File: src/rtl/irq_bank_pkg.sv
package irq_bank_pkg;

    typedef enum logic [1:0] {
        SEL_PEND = 2'd0,
        SEL_MASK = 2'd1,
        SEL_TEST = 2'd2,
        SEL_NONE = 2'd3
    } reg_sel_e;

    localparam int unsigned WORD_BYTES = 4;
    localparam int unsigned OFF_PEND   = 0;
    localparam int unsigned OFF_MASK   = OFF_PEND + WORD_BYTES;
    localparam int unsigned OFF_TEST   = OFF_MASK + WORD_BYTES;

endpackage

File: src/rtl/irq_bus_decode.sv
module irq_bus_decode
    import irq_bank_pkg::*;
#(
    parameter int unsigned ADDR_W = 8
) (
    input  logic [ADDR_W-1:0] addr_i,
    output reg_sel_e          sel_o
);
    localparam logic [ADDR_W-1:0] A_PEND = ADDR_W'(OFF_PEND);
    localparam logic [ADDR_W-1:0] A_MASK = ADDR_W'(OFF_MASK);
    localparam logic [ADDR_W-1:0] A_TEST = ADDR_W'(OFF_TEST);

    always_comb begin
        if (addr_i == A_PEND)      sel_o = SEL_PEND;
        else if (addr_i == A_MASK) sel_o = SEL_MASK;
        else if (addr_i == A_TEST) sel_o = SEL_TEST;
        else                       sel_o = SEL_NONE;
    end
endmodule

File: src/rtl/irq_src_slice.sv
module irq_src_slice (
    input  logic clk_i,
    input  logic rst_ni,
    input  logic evt_i,
    input  logic clr_i,
    input  logic force_i,
    input  logic mask_we_i,
    input  logic mask_d_i,
    output logic pend_o,
    output logic mask_o,
    output logic irq_o
);
    logic pend_d;

    // set terms are ORed after the clear, so a set always wins
    always_comb begin
        pend_d = (pend_o & ~clr_i) | evt_i | force_i;
    end

    always_ff @(posedge clk_i or negedge rst_ni) begin
        if (!rst_ni) begin
            pend_o <= 1'b0;
            mask_o <= 1'b0;
            irq_o  <= 1'b0;
        end else begin
            pend_o <= pend_d;
            if (mask_we_i) mask_o <= mask_d_i;
            irq_o  <= pend_o & mask_o;
        end
    end
endmodule

File: src/rtl/irq_read_mux.sv
module irq_read_mux
    import irq_bank_pkg::*;
#(
    parameter int unsigned N_SRC  = 8,
    parameter int unsigned DATA_W = 32
) (
    input  logic              clk_i,
    input  logic              rst_ni,
    input  logic              re_i,
    input  reg_sel_e          sel_i,
    input  logic [N_SRC-1:0]  pend_i,
    input  logic [N_SRC-1:0]  mask_i,
    output logic [DATA_W-1:0] rdata_o
);
    logic [DATA_W-1:0] rd_d;

    always_comb begin
        rd_d = '0;
        unique case (sel_i)
            SEL_PEND: rd_d[N_SRC-1:0] = pend_i;
            SEL_MASK: rd_d[N_SRC-1:0] = mask_i;
            SEL_TEST: rd_d = '0;
            SEL_NONE: rd_d = '0;
            default:  rd_d = '0;
        endcase
    end

    always_ff @(posedge clk_i or negedge rst_ni) begin
        if (!rst_ni)   rdata_o <= '0;
        else if (re_i) rdata_o <= rd_d;
    end
endmodule

File: src/rtl/irq_bank.sv
module irq_bank
    import irq_bank_pkg::*;
#(
    parameter int unsigned N_SRC  = 8,
    parameter int unsigned DATA_W = 32,
    parameter int unsigned ADDR_W = 8
) (
    input  logic              clk_i,
    input  logic              rst_ni,
    input  logic [ADDR_W-1:0] bus_addr_i,
    input  logic              bus_we_i,
    input  logic [DATA_W-1:0] bus_wdata_i,
    input  logic              bus_re_i,
    output logic [DATA_W-1:0] bus_rdata_o,
    input  logic [N_SRC-1:0]  evt_i,
    output logic [N_SRC-1:0]  irq_o
);
    generate
        if (N_SRC > DATA_W || N_SRC == 0) begin : g_bad_width
            $error("irq_bank: N_SRC must be between 1 and DATA_W");
        end
    endgenerate

    reg_sel_e          sel;
    logic [N_SRC-1:0]  wd_src;
    logic [N_SRC-1:0]  clr_v;
    logic [N_SRC-1:0]  force_v;
    logic              mask_we;
    logic [N_SRC-1:0]  st_q;
    logic [N_SRC-1:0]  en_q;

    irq_bus_decode #(.ADDR_W(ADDR_W)) i_dec (
        .addr_i (bus_addr_i),
        .sel_o  (sel)
    );

    assign wd_src  = bus_wdata_i[N_SRC-1:0];
    assign clr_v   = (bus_we_i && sel == SEL_PEND) ? wd_src : '0;
    assign force_v = (bus_we_i && sel == SEL_TEST) ? wd_src : '0;
    assign mask_we = bus_we_i && (sel == SEL_MASK);

    for (genvar i = 0; i < N_SRC; i++) begin : g_src
        irq_src_slice i_slice (
            .clk_i     (clk_i),
            .rst_ni    (rst_ni),
            .evt_i     (evt_i[i]),
            .clr_i     (clr_v[i]),
            .force_i   (force_v[i]),
            .mask_we_i (mask_we),
            .mask_d_i  (wd_src[i]),
            .pend_o    (st_q[i]),
            .mask_o    (en_q[i]),
            .irq_o     (irq_o[i])
        );
    end

    irq_read_mux #(.N_SRC(N_SRC), .DATA_W(DATA_W)) i_rmux (
        .clk_i   (clk_i),
        .rst_ni  (rst_ni),
        .re_i    (bus_re_i),
        .sel_i   (sel),
        .pend_i  (st_q),
        .mask_i  (en_q),
        .rdata_o (bus_rdata_o)
    );
endmodule

File: config.mk
export PLATFORM = sky130hd
export DESIGN_NAME = irq_bank
export DESIGN_NICKNAME = d
export VERILOG_FILES = /design/src/rtl/irq_bank_pkg.sv /design/src/rtl/irq_bus_decode.sv /design/src/rtl/irq_src_slice.sv /design/src/rtl/irq_read_mux.sv /design/src/rtl/irq_bank.sv
export SDC_FILE = /design/constraint.sdc
export NUM_CORES = 1
export LEC_CHECK = 0
export CORE_ASPECT_RATIO = 0.75
export CORE_MARGIN = 2
export CORE_UTILIZATION = 39
export CTS_BUF_LIST = sky130_fd_sc_hd__clkbuf_16
export DETAILED_ROUTE_END_ITERATION = 6
export MAX_ROUTING_LAYER = met4
export PLACE_DENSITY = 0.8
export SKIP_LAST_GASP = 1
export SLEW_MARGIN = 40
export SYNTH_ARGS = -nofsm -noshare
export SYNTH_HDL_FRONTEND = slang
export SYNTH_HIERARCHICAL = 1
export SYNTH_SLANG_ARGS = --single-unit
File: constraint.sdc
create_clock -name clk_i -period 1.2 [get_ports clk_i]
set_clock_uncertainty 0.15 [all_clocks]
set_input_delay 0.24 -clock clk_i [delete_from_list [all_inputs] [get_ports clk_i]]
set_output_delay 0.24 -clock clk_i [all_outputs]
set_load 0.02 [all_outputs]
==> results_dict.tcl <==
set metrics [dict create \
    layout_common_cells "dfrtp_1, conb_1, clkdlybuf4s50_1, inv_1, buf_6" \
    nets 255 \
    port_buffers 43 \
    start_util_pct 41.4 \
    outcome "complete, but fails checks" \
    leakagePower_nw 1.24 \
    ys_seq_elements 32 \
    nFillCells 371 \
    routed_wl_mm 3.42 \
    cp.arrival_ns 1.44 \
    holdCritPathClass "input pin to async pin" \
    rr_worst_depth 2 \
    synth_xor_area_share_pct 0 \
    setup_violations 24 \
    dp_cells 247 \
    worstSetupPathType "input pin to register" \
    violations "negative setup slack" \
    ys_types 20 \
    rr_startpoint "g_src[1].i_slice/mask_o$_DFFE_PN0P_" \
    num_antenna_cells 0 \
    syn_avg_cell_area_um2 11.4 \
    die_w_um 80.4 \
    antenna_found_initial 0 \
    synth-simple-area-share_pct 18.6 \
    cts_htree_levels 2 \
    die_height_um 61.3 \
    vias_per_cell 4.47 \
    postPlaceCellArea_um2 2130 \
    cts_buffers 5 \
    r2r_end "i_rmux/rdata_o[1]$_DFFE_PN0P_" \
    ys_warn_count 6 \
    finalCritPeriodShare_pct 119 \
    routedWlPerCell_um 13.2 \
    use_met2_pct 22.6 \
    drv_slew 0 \
    layout.cells.non_filler 259 \
    drv_cap 0 \
    drtIter0Drc 33 \
    ant_nets 0 \
    synth_adder_area_share_pct 0 \
    synth_area_leaders "dfrtp_1, buf_4, mux2_4" \
    insertion_delay_ns 0.27 \
    grt_start_max_net_pins 33 \
    ios 92 \
    final_common_cell "dfrtp_1" \
    busiest_layer "met2" \
    fmax_ghz 0.700 \
    hold_ws_ns 0.189 \
    root_buffer "clkbuf_16" \
    grt_pass1_wl_mm 5.31 \
    synth_top_family_by_area "simple AND/OR/NAND/NOR gates" \
    drc 0 \
    period_needed_ns 1.43 \
    synth_mux_area_share_pct 11.7 \
    seq_area_um2 801 \
    power.density_nw_per_um2 1150 \
    synth-seq-area-share_pct 46.9 \
    grt.overflow.total 0 \
    cts_tree "yes" \
    gr-usage-met3_pct 4.55 \
    start_kind "input pin" \
    dp_hpwl_mm 2.32 \
    synthCells 150 \
    synth_top_area_cell "dfrtp_1" \
    hold_viol_final 0 \
    syn_area_um2 1710 \
    finish.instance_area_um2 2320 \
    multiInputGateArea_um2 759 \
    grt_pass1_vias 1097 \
    cp-end-kind "register" \
    worst-r2r-setup-slack_ns 0.26 \
    drive_above_1_share_pct 27.5 \
    peakVddDrop_uv 653 \
    required_ns 1.21 \
    clkSinkCount 32 \
    synth_compound_area_share_pct 5.27 \
    grt_setup_unrepaired "true" \
    place.gp.congestion 0.753 \
    setup_ws_ns -0.229 \
    rows 20 \
    setup_tns_ns -3.02 \
    cts_buffer_depth 2 \
    yosysTopAreaCellShare_pct 46.9 \
    routed-via-count 1159 \
    clkTransAtPathRegs_ns 0.05 \
    dr.pass1.iters 4 \
    grt_util_all_layers_pct 15.4 \
    dieArea_um2 4930 \
    gr-usage-met1_pct 19.9 \
    core_area_um2 4130 \
    crit_fanout 8 \
    syn_to_final_growth_pct 35.7 \
]
## where the power goes
group          total [mW]  internal, mW  switching, mW
registers            1.15          1.13         0.0230
clock network        1.16         0.743          0.414
logic               0.356         0.163          0.193
total                2.66          2.03          0.630
## kinds of logic after synthesis
logic type / Yosys count
muxes: 16
buffers and inverters: 46
and+or+nand+nor: 39
other: 1
AOI/OAI and AO/OA: 16
DFF: 32
## layer usage
layer  vias up  share of wire (%)
met5         -                  0
met4         0               0.67
met3         4                4.7
met2        40                 47
met1       551                 47
li1        564                  -
## flip-flops by register name, indices dropped and copies added, names as in the netlist
signal / cells
g_src.i_slice/irq_o: 8
g_src.i_slice/mask_o: 8
g_src.i_slice/pend_o: 8
i_rmux/rdata_o: 8
## worst max-delay path by stage
stage / from / to / slack, ns / depth (start not counted)
after floorplan: bus_addr_i[5] / g_src[0].i_slice/mask_o$_DFFE_PN0P_ / -0.55 / 5
after global placement: bus_addr_i[5] / g_src[2].i_slice/mask_o$_DFFE_PN0P_ / -0.86 / 5
after detailed placement: bus_addr_i[5] / g_src[7].i_slice/mask_o$_DFFE_PN0P_ / -0.91 / 5
after CTS: bus_addr_i[0] / g_src[7].i_slice/mask_o$_DFFE_PN0P_ / -0.23 / 5
after global routing: bus_addr_i[4] / g_src[7].i_slice/mask_o$_DFFE_PN0P_ / -0.26 / 5
final: bus_addr_i[4] / g_src[7].i_slice/mask_o$_DFFE_PN0P_ / -0.23 / 5
## area by class of cell
cell class,instances,share of cell area (%)
inverter,16,2.59
tap,55,2.97
timing repair buffer,53,21.3
clock buffer,5,5.40
multi-input combinational,95,32.8
clock inverter,3,0.486
sequential,32,34.5
## repair_timing
action	in CTS	in global routing
buffers inserted	0	4
pin swaps	4	2
resized for setup	95	23
hold buffers	0	0
endpoints found under the hold margin	0	0
endpoints found under the setup margin	40	32
## stage by stage
stage / power, mW / utilization, % / setup WS, ns
finish: 2.66 / 56.2 / -0.229
global route: 2.79 / 56.2 / -0.265
CTS: 2.68 / 53.6 / -0.235
detailed placement: 1.54 / 51.5 / -0.908
global placement: 1.54 / 51.5 / -0.864
floorplan: 1.40 / - / -0.552
## critical path: stages
cell	delay, ns
buf_6	0.09
nor4_4	0.29
nand2_2	0.08
and3b_4	0.41
mux2_4	0.32
## cell usage after synthesis
cell,count
and4b_1,8
nor3_1,2
buf_6,3
mux2i_1,8
nor4_2,1
nor4bb_1,1
dfrtp_1,32
nor2_1,8
nand2_1,2
inv_1,16
nand2b_2,1
mux2_4,8
o22ai_1,8
buf_4,27
conb_1,1
nor4bb_4,1
and3b_1,1
o21ai_0,8
and4bb_1,6
and2_1,8
Note: power is estimated with default switching activity, not from simulation.
